## src/rtl/mtest_pkg.sv

```systemverilog
package mtest_pkg;

    typedef enum logic [2:0] {
        SQ_IDLE,
        SQ_FILL,
        SQ_ISSUE,
        SQ_AWAIT,
        SQ_GAP,
        SQ_END
    } sq_state_e;

    typedef struct packed {
        logic got;
        logic bad;
        logic last;
    } rd_event_t;

endpackage

```

## src/rtl/walk_counter.sv

```systemverilog
module walk_counter #(
    parameter int ADDR_W = 4
) (
    input  logic              clk,
    input  logic              rst,
    input  logic              clear,
    input  logic              step,
    output logic [ADDR_W-1:0] idx,
    output logic              at_last
);
    always_ff @(posedge clk) begin
        if (rst || clear) begin
            idx <= '0;
        end else if (step) begin
            idx <= idx + 1'b1;
        end
    end

    assign at_last = &idx;
endmodule

```

## src/rtl/gap_timer.sv

```systemverilog
module gap_timer #(
    parameter int CNT_W = 6
) (
    input  logic             clk,
    input  logic             rst,
    input  logic             load,
    input  logic [CNT_W-1:0] load_val,
    input  logic             tick,
    output logic             last
);
    logic [CNT_W-1:0] cnt;

    always_ff @(posedge clk) begin
        if (rst) begin
            cnt <= '0;
        end else if (load) begin
            cnt <= load_val;
        end else if (tick && cnt != '0) begin
            cnt <= cnt - 1'b1;
        end
    end

    assign last = (cnt <= CNT_W'(1));
endmodule

```

## src/rtl/word_check.sv

```systemverilog
module word_check #(
    parameter int DATA_W = 8
) (
    input  logic [DATA_W-1:0] word,
    input  logic              upper,
    output logic              mismatch
);
    logic [DATA_W-1:0] diff;

    for (genvar b = 0; b < DATA_W; b++) begin : g_bit
        assign diff[b] = word[b] ^ upper;
    end

    assign mismatch = |diff;
endmodule

```

## src/rtl/split_speed_tester.sv

```systemverilog
module split_speed_tester
    import mtest_pkg::*;
#(
    parameter int ADDR_W = 4,
    parameter int DATA_W = 8,
    parameter int CNT_W  = 6
) (
    input  logic              clk,
    input  logic              rst,
    input  logic              start,
    input  logic [CNT_W-1:0]  wait_init,
    output logic [ADDR_W-1:0] mem_addr,
    output logic              mem_we,
    output logic [DATA_W-1:0] mem_wdata,
    output logic              mem_re,
    input  logic [DATA_W-1:0] mem_rdata,
    input  logic              mem_rvalid,
    output logic              done,
    output logic              fail,
    output logic [ADDR_W-1:0] fail_addr,
    output logic [CNT_W-1:0]  best_wait,
    output logic              best_valid
);
    localparam int TOP = ADDR_W - 1;

    sq_state_e         state;
    logic [CNT_W-1:0]  cur_wait;
    logic              fresh;
    logic [ADDR_W-1:0] idx;
    logic [ADDR_W-1:0] rd_addr;
    logic              at_last;
    logic              accept;
    logic              idx_clear;
    logic              idx_step;
    logic              tmr_load;
    logic              tmr_last;
    logic              mismatch;
    rd_event_t         ev;

    // Read order: low index bit picks the half, the rest walks within it.
    assign rd_addr = {idx[0], idx[TOP:1]};

    assign accept  = start && (state == SQ_IDLE || state == SQ_END);

    assign ev.got  = (state == SQ_AWAIT) && mem_rvalid;
    assign ev.bad  = mismatch;
    assign ev.last = at_last;

    assign idx_clear = accept || (state == SQ_FILL && at_last);
    assign idx_step  = (state == SQ_FILL) || (ev.got && !ev.bad && !ev.last);
    assign tmr_load  = ev.got && !ev.bad && !ev.last;

    walk_counter #(.ADDR_W(ADDR_W)) u_idx (
        .clk     (clk),
        .rst     (rst),
        .clear   (idx_clear),
        .step    (idx_step),
        .idx     (idx),
        .at_last (at_last)
    );

    gap_timer #(.CNT_W(CNT_W)) u_gap (
        .clk      (clk),
        .rst      (rst),
        .load     (tmr_load),
        .load_val (cur_wait),
        .tick     (state == SQ_GAP),
        .last     (tmr_last)
    );

    word_check #(.DATA_W(DATA_W)) u_cmp (
        .word     (mem_rdata),
        .upper    (rd_addr[TOP]),
        .mismatch (mismatch)
    );

    assign mem_we    = (state == SQ_FILL);
    assign mem_re    = (state == SQ_ISSUE);
    assign mem_addr  = (state == SQ_FILL) ? idx : rd_addr;
    assign mem_wdata = {DATA_W{idx[TOP]}};
    assign done      = (state == SQ_END);

    always_ff @(posedge clk) begin
        if (rst) begin
            state      <= SQ_IDLE;
            cur_wait   <= '0;
            fresh      <= 1'b1;
            best_wait  <= '0;
            best_valid <= 1'b0;
            fail       <= 1'b0;
            fail_addr  <= '0;
        end else begin
            case (state)
                SQ_IDLE, SQ_END: begin
                    if (accept) begin
                        state <= SQ_FILL;
                        fail  <= 1'b0;
                        if (fresh) begin
                            cur_wait   <= wait_init;
                            best_valid <= 1'b0;
                        end
                    end
                end
                SQ_FILL: begin
                    if (at_last) state <= SQ_ISSUE;
                end
                SQ_ISSUE: begin
                    state <= SQ_AWAIT;
                end
                SQ_AWAIT: begin
                    if (ev.got) begin
                        if (ev.bad) begin
                            fail      <= 1'b1;
                            fail_addr <= rd_addr;
                            fresh     <= 1'b1;
                            state     <= SQ_END;
                        end else if (ev.last) begin
                            best_wait  <= cur_wait;
                            best_valid <= 1'b1;
                            cur_wait   <= cur_wait - CNT_W'(cur_wait != '0);
                            fresh      <= 1'b0;
                            state      <= SQ_END;
                        end else begin
                            state <= (cur_wait == '0) ? SQ_ISSUE : SQ_GAP;
                        end
                    end
                end
                SQ_GAP: begin
                    if (tmr_last) state <= SQ_ISSUE;
                end
                default: state <= SQ_IDLE;
            endcase
        end
    end
endmodule

```

## config.mk

```make
export PLATFORM = sky130hd
export DESIGN_NAME = split_speed_tester
export DESIGN_NICKNAME = d
export VERILOG_FILES = /design/src/rtl/mtest_pkg.sv /design/src/rtl/walk_counter.sv /design/src/rtl/gap_timer.sv /design/src/rtl/word_check.sv /design/src/rtl/split_speed_tester.sv
export SDC_FILE = /design/constraint.sdc
export NUM_CORES = 1
export LEC_CHECK = 0
export BUFFER_PORTS_ARGS = -buffer_cell sky130_fd_sc_hd__buf_2
export CAP_MARGIN = 20
export CORE_MARGIN = 3
export CORE_UTILIZATION = 50
export DETAILED_ROUTE_END_ITERATION = 7
export GPL_ROUTABILITY_DRIVEN = 0
export PLACE_DENSITY_LB_ADDON = 0.15
export SLEW_MARGIN = 20
export SYNTH_ARGS = -nofsm -noshare
export SYNTH_HDL_FRONTEND = slang
export SYNTH_SLANG_ARGS = --single-unit
```

## constraint.sdc

```tcl
create_clock -name clk -period 4.2 [get_ports clk]
set_input_delay 0.42 -clock clk [delete_from_list [all_inputs] [get_ports clk]]
set_output_delay 0.42 -clock clk [all_outputs]
set_load 0.05 [all_outputs]
```

* Word-level counts from Yosys, hierarchy flattened *
Cells that the tools add are included.
Widths: inputs -> output; s select.

word-level totals
  register bits after elaboration = 32
  latch bits = 0
  RAM bits = 0
  memory bits (read-only) = 0
  output and inout port bits = 27
  word-level logic and storage cells = 92
  memories = 0

operators by class
  $add $sub $neg = 3
  multipliers = 0
  divide/modulo/power cells = 0
  $lt $le $gt $ge = 1
  equality and inequality tests = 13
  shifts and indexed selects = 0
  multiplexer cells = 29
  bitwise operators = 9
  reductions and logical operators = 28

operator list
  operator             number
  $mux 6               7
  $mux 3               7
  $pmux 3 s5           1
  $ne 2x2->1 const B   7
  $pmux 6 s2           1
  $reduce_and 4->1     3
  $reduce_bool 6->1    2
  $mux 1               10
  $reduce_or 8->1      1
  $xor 1x1->1          8
  $reduce_and 7->1     1
  $eq 3x2->1 const B   2
  $eq 3x3->1 const B   2
  $le 6x1->1 const B   1
  $logic_and 1x1->1    6
  $logic_not 6->1      1
  $reduce_and 3->1     2
  $reduce_and 6->1     1
  $reduce_bool 2->1    3
  $sub 6x1->6          1
  $sub 6x1->6 const B  1
  $add 4x1->4 const B  1
  $logic_or 1x1->1     4
  $mux 4               1
  other kinds (7)      9

* Longest topological paths before layout *
  depth in word-level cells = 6
  mapped depth = 8
  gate-level depth less buffers = 8

* Modules after synthesis *
A second synthesis with hierarchy kept.

unflattened totals
  cell total of the unflattened synthesis = 235
  area total of the unflattened synthesis = 2050.7 sq um

modules (own cells, without submodules)
  module              instances  cells each  area each (sq um)  seq. area each (sq um)
  split_speed_tester  1          153         1346.3             440.4
  gap_timer           1          56          462.9              120.1
  walk_counter        1          18          193.9              80.1
  word_check          1          8           47.5               0.0

* Least setup slack after synthesis *
Ideal clock, no wire load.

  path type = register to output
  start = register state[1]
  end = output port mem_addr[2]
  arrival = 2.157 ns
  required time = 3.780 ns
  path slack = 1.623 ns
  cell stages (with the launch flop) = 6
  buffers on the path = 1
  path through = dfxtp_1 -> clkbuf_1 -> nor2_1 -> nand2_1 -> inv_1 -> o21ai_0

on the way
  cells in the longest elaborated chain, start to end = 2

RTL lines
  item                      RTL line                   source
  start: declaration        split_speed_tester.sv:26   sq_state_e state;
  start signal: assignment  split_speed_tester.sv:124  state <= (cur_wait == '0) ? SQ_ISSUE : SQ_GAP;
  $eq 3x1->1                n/a
  via mem_we                split_speed_tester.sv:13   output logic mem_we,
  $mux 4                    split_speed_tester.sv:79   assign mem_addr = (state == SQ_FILL) ? idx : rd_addr;
  end: declaration          split_speed_tester.sv:12   output logic [ADDR_W-1:0] mem_addr,

The timed path passes the listed nets, and every way through them passes these cells.

* Worst setup path in the final report *
  start = register state[0]
  end = output port mem_addr[2]

on the way
  cells in the longest elaborated chain, start to end = 2

RTL lines
  item        RTL line
  $eq 3x1->1  split_speed_tester.sv:79
  $mux 4      split_speed_tester.sv:79

No other way between the ends.

==> impl_results.md <==
* # hold bufs at CTS at 0
* Yosys warnings at 0
* Hold path endpoint: fresh
* Internal power consumption at roughly 0.54 mW
* Tcrit/Tclk final at 0.5364
* # setup viols final at 0
* Worst Reg2Reg Path Length in Cells at 5
* Post-synth EDFFs at 0
* Vias per Instance at roughly 5.5
* MaxCap Viol Count at 0
* Crit path capture type: primary output
* Final min period at roughly 2.3 ns
* Starting Density at 0.5467
* Routed vias at about 1700
* Switching part of the total at 0.2864
* Routed Wire Length at between 4000 and 5000 um
* CP Launch Type: flip-flop
* Top FF cell, synth: dfxtp_1
* Layout cells sized above 1 at 0.2148
* Sw power at approximately 0.22 mW
* Inserted Clock Buffers at 5
* Ports at 45
* Hold path startpoint: fresh
* Pre-Repair DR Iteration Count at 4
* Syn_area_per_cell at just over 8 sq um
* Post-DP HPWL at between 3000 and 4000 um
* Most common cell after layout, fill and taps aside: buf_2
* Combinational Power Share at 0.181
* Final core occ at 0.6251
* Placeable core area at ~3500 sq um
* CP Max Fanout at 14
* RSZ-0062 raised after global routing: false
* Vias in the first global route at 1523
* # diodes at 0
* Overflow after GRT at 0
* CTS tree: done
* First-pass GRT wire length at ~7000 um
* Relative slew slack at 0.5309
* DIE WIDTH at 67.82 um
* Initial antenna violation count at 0
* Clock skew at 0.004545 ns
* Commonest cells after routing, fill and taps aside: buf_2, dfxtp_1, nor2_1
* Max Fclk at roughly 440 MHz
* Largest net degree at the start of global routing at 33
* Hold violation count in the final report at 0
* Cell Pwr Density at around 350 nW/um^2
* Post-CTS sizing at 0
* HP Class: reg -> reg
* Seq/Total Area, Yosys at 0.3353
* Reg-to-reg critical path endpoint: best_wait[0]
* Critical path class: reg -> out
* Post-synthesis register bit count at 32
* Syn Std Cell Area at roughly 1900 sq um
* DRC at 0
* Root buffer cell: clkbuf_8
* Area Overhead vs Synth at 14.34%
* Placement Rows at 21
* Nets at slightly below 300
* Synth async-reset ratio at 0
* Worst EP required at between 3 and 4 ns
* Chip height at 67.82 um
* Lkg Pwr at roughly 0.93 nW
* H-tree levels at 2
* R2r setup slk at 1.99 ns
* Crit path DAT at 1.83 ns
* Net Count, Synth at 260
* Hold Path Depth at 1
* Input/output buffers at 44
* VDD IR max at 0.2646 mV
* Max Slew Vio Count at 0
* Syn Inst Count at ~240
* Status: finished, final reports clean
* Cell variety after synth at 50
* Clk pwr share at 0.378
* Clk slew on worst S/H paths at around 0.070 ns
* Wire per inst at about 13 um
* Worst Tran Pin Value at 0.6972 ns
* Num Clock Sinks at 32
* GRT Util Overall at 0.2002
* Power share of the sequential group at 0.441
* Full die area at 4599 sq um
* FILL cells at between 300 and 400
* Initial DRC count at between 100 and 150
* Post CTS Setup Buffer Count at 0
* Max Buffers Root-to-Sink at 2
* Post-detailed-route count of antenna-violating nets at 0
* Reg-to-reg startpoint: state[0]
* Clock Latency Late Sink at ~0.28 ns
* Design Power at between 0.7 and 0.8 mW
* Fin Setup TNS at 0 ns
## per-layer routing
| metal | GRT usage | share of wire | up-vias |
|---|---|---|---|
| li1 | - | - | 912 |
| met1 | 0.2879 | 0.50 | 778 |
| met2 | 0.2916 | 0.43 | 45 |
| met3 | 0.04762 | 0.061 | 4 |
| met4 | 0.06700 | 0.0092 | 0 |
| met5 | 0 | 0 | - |
## area by class of cell
| type | count | area [sq um] | area share |
|---|---|---|---|
| inverter | 11 | 41.29 | 0.01890 |
| clock buffer | 6 | 72.57 | 0.03322 |
| timing repair buffer | 44 | 220.2 | 0.1008 |
| clock inverter | 2 | 35.03 | 0.01604 |
| sequential | 32 | 640.6 | 0.2932 |
| tap | 46 | 57.56 | 0.02635 |
| multi-input combinational | 175 | 1117 | 0.5115 |
## worst max-delay path by stage
stage | startpoint | endpoint | slack (ns) | cells past startpoint
3_3_place_gp | mem_rdata[4] | best_wait[0] | 1.89 | 6
2_1_floorplan | state[1] | mem_addr[2] | 1.62 | 5
5_1_grt | u_idx.idx[0] | cur_wait[2] | 1.72 | 5
6_report | state[0] | mem_addr[2] | 1.95 | 5
3_5_place_dp | mem_rdata[4] | best_wait[0] | 1.87 | 6
4_1_cts | state[2] | mem_addr[2] | 1.96 | 5
## synthesized netlist by cell type (2+ instances only)
master     instances  share of area
dfxtp_1           32           0.34
nor2_1            29          0.057
nand2_1           28          0.055
a21oi_1           16          0.042
mux2i_1           16          0.084
inv_1             11          0.022
buf_4             10          0.039
clkbuf_1           7          0.014
nor3_1             7          0.018
o21ai_0            7          0.018
a211oi_1           6          0.024
nand3_1            6          0.016
ha_1               5          0.033
and3_1             4          0.013
nor4_1             4          0.013
and2_1             3         0.0098
nand4_1            3         0.0098
a211o_1            2         0.0092
a21boi_0           2         0.0079
a21o_1             2         0.0079
a311oi_1           2         0.0092
buf_2              2         0.0052
nand3b_1           2         0.0079
nor3b_1            2         0.0079
o2111ai_1          2         0.0092
o31ai_1            2         0.0079
o32ai_1            2         0.0092
## flip-flops by register name, summed over array words and instances (netlist names)
name        count
fail_addr       4
fresh           1
u_idx.idx       4
state           3
fail            1
best_wait       6
best_valid      1
u_gap.cnt       6
cur_wait        6
## logic make-up (layout without fill, tap and decap cells)
kind of cell	count (synthesis)	count (layout)	synth area share
adders and majority gates	5	5	0.03274
AOI/OAI and AO/OA	54	54	0.2050
buffers and inverters	30	63	0.07990
and+or+nand+nor	98	98	0.2541
xor gates and xnor gates	2	2	0.009170
DFF	32	32	0.3353
muxes	16	16	0.08382
## worst max-delay path: stages, from the launching register on
cell and delay [ns]:
dfxtp_1 0.58, nand2_1 0.32, inv_1 0.23, nand2_1 0.07, o21ai_0 0.07, buf_2 0.28
## metrics by stage
stage | cell area [sq um] | hold slack [ns] | setup slack [ns] | std cells
6_report | 2185 | 0.4667 | 1.947 | 316
3_3_place_gp | 2077 | 0.4466 | 1.890 | 308
3_5_place_dp | 2077 | 0.4549 | 1.867 | 308
4_1_cts | 2185 | 0.4708 | 1.963 | 316
2_1_floorplan | 1911 | 0.4360 | 1.623 | 237
5_1_grt | 2185 | 0.4990 | 1.717 | 316
## power groups by stage
stage	Sequential, mW	Combinational (mW)	Clock (mW)
final	0.334	0.137	0.287
after global routing	0.337	0.155	0.306
after CTS	0.334	0.137	0.292
after detailed placement	0.340	0.136	0
after global placement	0.340	0.136	0
after floorplan	0.330	0.112	0
(Power assumes the default switching activity.)
